$ cat config.mk
export PLATFORM = sky130hd
export DESIGN_NAME = boot_sequencer
export DESIGN_NICKNAME = d
export VERILOG_FILES = /design/src/rtl/boot_pkg.sv /design/src/rtl/boot_ctrl.sv /design/src/rtl/boot_dpath.sv /design/src/rtl/boot_sequencer.sv
export SDC_FILE = /design/constraint.sdc
export NUM_CORES = 1
export LEC_CHECK = 0
export CAP_MARGIN = 10
export CORE_MARGIN = 3
export CORE_UTILIZATION = 55
export CTS_CLUSTER_SIZE = 10
export DETAILED_ROUTE_END_ITERATION = 6
export GPL_TIMING_DRIVEN = 1
export PLACE_DENSITY = 0.79
export SLEW_MARGIN = 20
export SYNTH_ARGS = -nofsm -noshare
export SYNTH_HDL_FRONTEND = slang
export SYNTH_HIERARCHICAL = 1
export SYNTH_SLANG_ARGS = --single-unit
$ cat constraint.sdc
create_clock -name clk -period 2.55 [get_ports clk]
set_input_delay 0.51 -clock clk [delete_from_list [all_inputs] [get_ports clk]]
set_output_delay 0.51 -clock clk [all_outputs]
set_load 0.02 [all_outputs]
$ cat src/rtl/boot_pkg.sv
package boot_pkg;

  typedef enum logic [1:0] {
    ST_RESET  = 2'd0,
    ST_WINDOW = 2'd1,
    ST_RUN    = 2'd2,
    ST_HOLD   = 2'd3
  } seqState_t;

  // strobes from control to datapath
  typedef struct packed {
    logic capture;   // take memData into staging, advance pointer
    logic commit;    // copy staging to live output-type register
    logic clearAll;  // clear pointer, staging and live image
    logic forceOd;   // force every pin to open-drain
  } dpCtl_t;

endpackage

$ cat src/rtl/boot_ctrl.sv
module boot_ctrl
  import boot_pkg::*;
#(
  parameter int MIN_RST_CYC = 3,
  parameter int OPT_BYTES   = 16
) (
  input  logic   clk,
  input  logic   cycStb,
  input  logic   rstN,
  input  logic   holdN,
  output dpCtl_t ctl,
  output logic   pcClr,
  output logic   run
);

  localparam int FETCH_CYC = OPT_BYTES / 2;
  localparam int WIN_CYC   = FETCH_CYC + 1;
  localparam int CNT_W     = $clog2(MIN_RST_CYC + 1);
  localparam int CYC_W     = $clog2(WIN_CYC);
  localparam logic [CNT_W-1:0] CNT_MIN = CNT_W'(MIN_RST_CYC);
  localparam logic [CYC_W-1:0] CYC_LAST = CYC_W'(WIN_CYC - 1);

  seqState_t state;
  logic [CNT_W-1:0] rstCnt;
  logic [CYC_W-1:0] cyc;
  logic half;
  logic pcClrQ;
  logic lastStb;

  assign lastStb = (state == ST_WINDOW) && rstN && !half && cycStb && (cyc == CYC_LAST);

  always_comb begin
    ctl.capture  = (state == ST_WINDOW) && rstN &&
                   (half || (cycStb && (cyc != CYC_LAST)));
    ctl.commit   = lastStb;
    ctl.clearAll = !rstN && (state != ST_HOLD);
    ctl.forceOd  = !rstN || (state == ST_RESET) || (state == ST_WINDOW);
  end

  always_ff @(posedge clk) begin
    pcClrQ <= 1'b0;
    case (state)
      ST_RESET: begin
        if (!rstN) begin
          if (cycStb && (rstCnt != CNT_MIN)) rstCnt <= rstCnt + CNT_W'(1);
        end else begin
          if (rstCnt == CNT_MIN) begin
            state <= ST_WINDOW;
            cyc   <= '0;
            half  <= 1'b0;
          end
          rstCnt <= '0;
        end
      end
      ST_WINDOW: begin
        if (!rstN) begin
          state  <= ST_RESET;
          rstCnt <= '0;
        end else if (half) begin
          half <= 1'b0;
          cyc  <= cyc + CYC_W'(1);
        end else if (cycStb) begin
          if (cyc == CYC_LAST) begin
            state  <= ST_RUN;
            pcClrQ <= 1'b1;
          end else begin
            half <= 1'b1;
          end
        end
      end
      ST_RUN: begin
        if (!rstN) begin
          state  <= ST_RESET;
          rstCnt <= '0;
        end else if (!holdN) begin
          state <= ST_HOLD;
        end
      end
      ST_HOLD: begin
        if (holdN && !rstN) begin
          state  <= ST_RESET;
          rstCnt <= '0;
        end
      end
      default: begin
        state  <= ST_RESET;
        rstCnt <= '0;
      end
    endcase
  end

  assign pcClr = pcClrQ;
  assign run   = (state == ST_RUN) && !pcClrQ;

endmodule

$ cat src/rtl/boot_dpath.sv
module boot_dpath
  import boot_pkg::*;
#(
  parameter int ADDR_W    = 14,
  parameter int OPT_BYTES = 16
) (
  input  logic                   clk,
  input  dpCtl_t                 ctl,
  input  logic [7:0]             memData,
  output logic [ADDR_W-1:0]      memAddr,
  output logic [OPT_BYTES*8-1:0] pinType
);

  localparam int PINS  = OPT_BYTES * 8;
  localparam int PTR_W = $clog2(OPT_BYTES);
  localparam logic [ADDR_W-1:0] BASE = ADDR_W'((2 ** ADDR_W) - OPT_BYTES);

  logic [PTR_W-1:0] ptr;
  logic [PINS-1:0]  staging;
  logic [PINS-1:0]  live;

  always_ff @(posedge clk) begin
    if (ctl.clearAll) begin
      ptr     <= '0;
      staging <= '0;
      live    <= '0;
    end else begin
      if (ctl.capture) begin
        staging[{ptr, 3'b000} +: 8] <= memData;
        ptr <= ptr + PTR_W'(1);
      end
      if (ctl.commit) live <= staging;
    end
  end

  assign memAddr = BASE + ADDR_W'(ptr);
  assign pinType = ctl.forceOd ? '0 : live;

endmodule

$ cat src/rtl/boot_sequencer.sv
module boot_sequencer
  import boot_pkg::*;
#(
  parameter int ADDR_W      = 14,
  parameter int OPT_BYTES   = 16,
  parameter int MIN_RST_CYC = 3
) (
  input  logic                   clk,
  input  logic                   cycStb,
  input  logic                   rstN,
  input  logic                   holdN,
  input  logic [7:0]             memData,
  output logic [ADDR_W-1:0]      memAddr,
  output logic                   memRd,
  output logic [OPT_BYTES*8-1:0] pinType,
  output logic                   pcClr,
  output logic                   run
);

  dpCtl_t ctl;

  boot_ctrl #(.MIN_RST_CYC(MIN_RST_CYC), .OPT_BYTES(OPT_BYTES)) u_ctrl (
    .clk(clk), .cycStb(cycStb), .rstN(rstN), .holdN(holdN),
    .ctl(ctl), .pcClr(pcClr), .run(run)
  );

  boot_dpath #(.ADDR_W(ADDR_W), .OPT_BYTES(OPT_BYTES)) u_dpath (
    .clk(clk), .ctl(ctl), .memData(memData),
    .memAddr(memAddr), .pinType(pinType)
  );

  assign memRd = ctl.capture;

endmodule

==> results_dict.tcl <==
set metrics [dict create \
    clk-insertion-delay-late_ps 550 \
    final_common_cell "dfxtp_1" \
    utilization 0.700 \
    critPathKind "reg -> out" \
    ant_nets 0 \
    cts_tree "yes" \
    dp_slack_ps -143 \
    reg2reg_from "u_ctrl/state[0]" \
    cp_data_arrival_time_ps 2040 \
    fin_cells 1560 \
    die_h_um 150 \
    slew_viol_final 0 \
    timing.critical_path.from "u_ctrl/state[0]" \
    drv_cap 0 \
    hold_class "reg -> reg" \
    io_buffers 146 \
    clkSlewWorstSetupHoldPaths_ps 60 \
    netlist_instances 1133 \
    antenna_cells 0 \
    initial_utilization 0.572 \
    cts.htree.levels 1 \
    drive_gt1_frac 0.205 \
    grt_max_degree 66 \
    clockBufferDepth 3 \
    grt_overflow 0 \
    setup.worst_path.end "pinType[120]" \
    vdd_drop_max_mv 0.625 \
    p_per_area_nw_per_um2 745 \
    area_delta_synth_final_pct 22.5 \
    ys_warn_count 6 \
    clkSinkCount 270 \
    die_w_um 150 \
    finalSetupViolCount 2 \
    grt_usage 0.233 \
    vias 8105 \
    tightest_slew_ps 800 \
    post-place-cells 1518 \
    period_needed_ps 2550 \
    grt_pass1_wl_um 42100 \
    ctsHoldBuffers 0 \
    globalplace.congestion 0.904 \
    core_um2 19900 \
    hold_viol_final 0 \
    rows 51 \
    via_per_inst 5.20 \
    regToRegEndpoint "u_dpath/staging[123]" \
    fmax_ghz 0.391 \
    setup_ws_ps -4.30 \
    antenna_found_initial 1 \
    grt_pass1_vias 7975 \
    mostFrequentLayoutCells "dfxtp_1, mux2i_1, nor2_1" \
    drtIter0Drc 436 \
    cts_made_buffers 31 \
    syn_area_per_cell_um2 10.0 \
    nets 1317 \
    drc 0 \
    io_pins 157 \
    violations "setup timing" \
    worst_ep_required_time_ps 2040 \
    wire_per_inst_um 17.3 \
    synth.distinct_cells 54 \
    die_area_um2 22500 \
    finalClockSkew_ps 19.9 \
    yosysSeqAreaShare 0.483 \
    path_max_fanout 16 \
    outcome "finished, violations left" \
    drtPass1Iterations 4 \
    ys_seq_elements 270 \
    hpwl_um 18100 \
    finalWirelength_um 27000 \
    syn_area_um2 11400 \
    cts-root-buf "clkbuf_16" \
    min_period_over_period 1.00 \
    rsz0062_at_grt "yes" \
    end_kind "primary output" \
    max-slew-margin-rel 0.463 \
    rrSetupSlack_ps 260 \
    leakage_nw 5.76 \
    start_kind "register" \
    rr_worst_depth 7 \
    hold_start "u_dpath/staging[45]" \
]
==> cell usage after synthesis (all sizes together) <==
library cell  number  area share
a211o              1     0.00077
a21o               1     0.00077
a21oi              4      0.0018
a221o              1     0.00088
a311o              1     0.00088
a32o               1     0.00088
and2               4      0.0022
and2b              1     0.00088
and3               1     0.00055
and4bb             1      0.0011
buf               25       0.014
clkbuf            59       0.019
conb               1     0.00033
dfxtp            261        0.46
edfxtp             9       0.024
ha                14       0.015
inv                7      0.0023
mux2               2      0.0020
mux2i            257        0.23
nand2             28      0.0097
nand2b            69       0.038
nand3              4      0.0031
nand3b             1      0.0018
nand4              4      0.0062
nor2             214       0.075
nor2b            133       0.073
nor3               4      0.0027
nor3b              1     0.00066
nor4               1     0.00055
o2111a             1     0.00099
o21a               1     0.00066
o21ai              8      0.0048
o21ba              1     0.00088
o311a              1     0.00088
o31a               1     0.00077
o31ai              2      0.0018
or2                2      0.0011
or4                1     0.00099
xnor2              2      0.0015
xor2               3      0.0023
==> flip-flops by register name (all words and copies together), names as in the netlist <==
| register | count |
|---|---|
| u_ctrl/half | 1 |
| u_ctrl/rstCnt | 2 |
| u_ctrl/cyc | 4 |
| u_dpath/ptr | 4 |
| u_ctrl/pcClr | 1 |
| u_dpath/staging | 128 |
| u_ctrl/state | 2 |
| u_dpath/live | 128 |
==> cell type report <==
cell class,count,area (um^2)
clock buffer,35,791
fill,1545,5970
timing repair buffer,200,1680
clock inverter,2,17.5
tap,265,332
multi-input combinational,781,5590
sequential,270,5500
inverter,7,26.3
==> how the worst min path moves through the flow <==
stage	slack, ps	cells past startpoint	endpoint
after floorplan	450	2	u_dpath/staging[10]
after global placement	460	2	u_dpath/staging[47]
after detailed placement	470	2	u_dpath/staging[94]
after CTS	480	2	u_dpath/staging[124]
after global routing	490	2	u_dpath/staging[30]
final	480	2	u_dpath/staging[45]
==> report_power, final <==
group	switching [W]	internal (W)
clock network	0.00155	0.00215
logic	0.00140	0.000828
registers	0.0000694	0.00439
==> stage by stage <==
stage	cell area (um^2)	power [W]	hold slack, ps	TNS, ps
3_5_place_dp	13500	0.00659	465	-14520
2_1_floorplan	11400	0.00597	448	0
5_1_grt	13900	0.0108	487	-6100
3_3_place_gp	13500	0.00654	459	-5660
6_report	13900	0.0104	476	-7.13
4_1_cts	13800	0.0103	478	-214
==> routing by layer <==
layer / GRT usage / wire length [um] / share of wire / vias up
li1: - / - / - / 3996
met1: 0.311 / 12300 / 0.46 / 3883
met2: 0.396 / 13000 / 0.48 / 193
met3: 0.0388 / 1260 / 0.047 / 31
met4: 0.0576 / 414 / 0.015 / 2
met5: 0 / 13 / 0.00048 / -
==> critical path, cell delays in order, from the launching register on <==
cell      delay [ps]
edfxtp_1         400
inv_2             60
ha_2             200
nor2_4           140
nand2_4          110
buf_4            170
buf_12           150
nor2b_1          120
buf_4            150
==> what timing repair did <==
action	in CTS	in global routing
endpoints found under the hold margin	0	0
pin swaps	0	1
setup endpoints to repair	130	128
gates resized for setup	503	55
buffers inserted	2	1
gates cloned	0	2
==> cell families (layout without fill, tap and decap cells) <==
group	after synthesis	count (layout)	share of synthesized area
buf+inv	91	244	0.0354
xor+xnor	5	5	0.00385
simple gates	469	469	0.217
mux	259	259	0.228
other cells	1	10	0.000330
compound gates	24	24	0.0167
flops	270	270	0.483
fa+ha+maj	14	14	0.0154
Note: power is estimated with default switching activity, not from simulation.
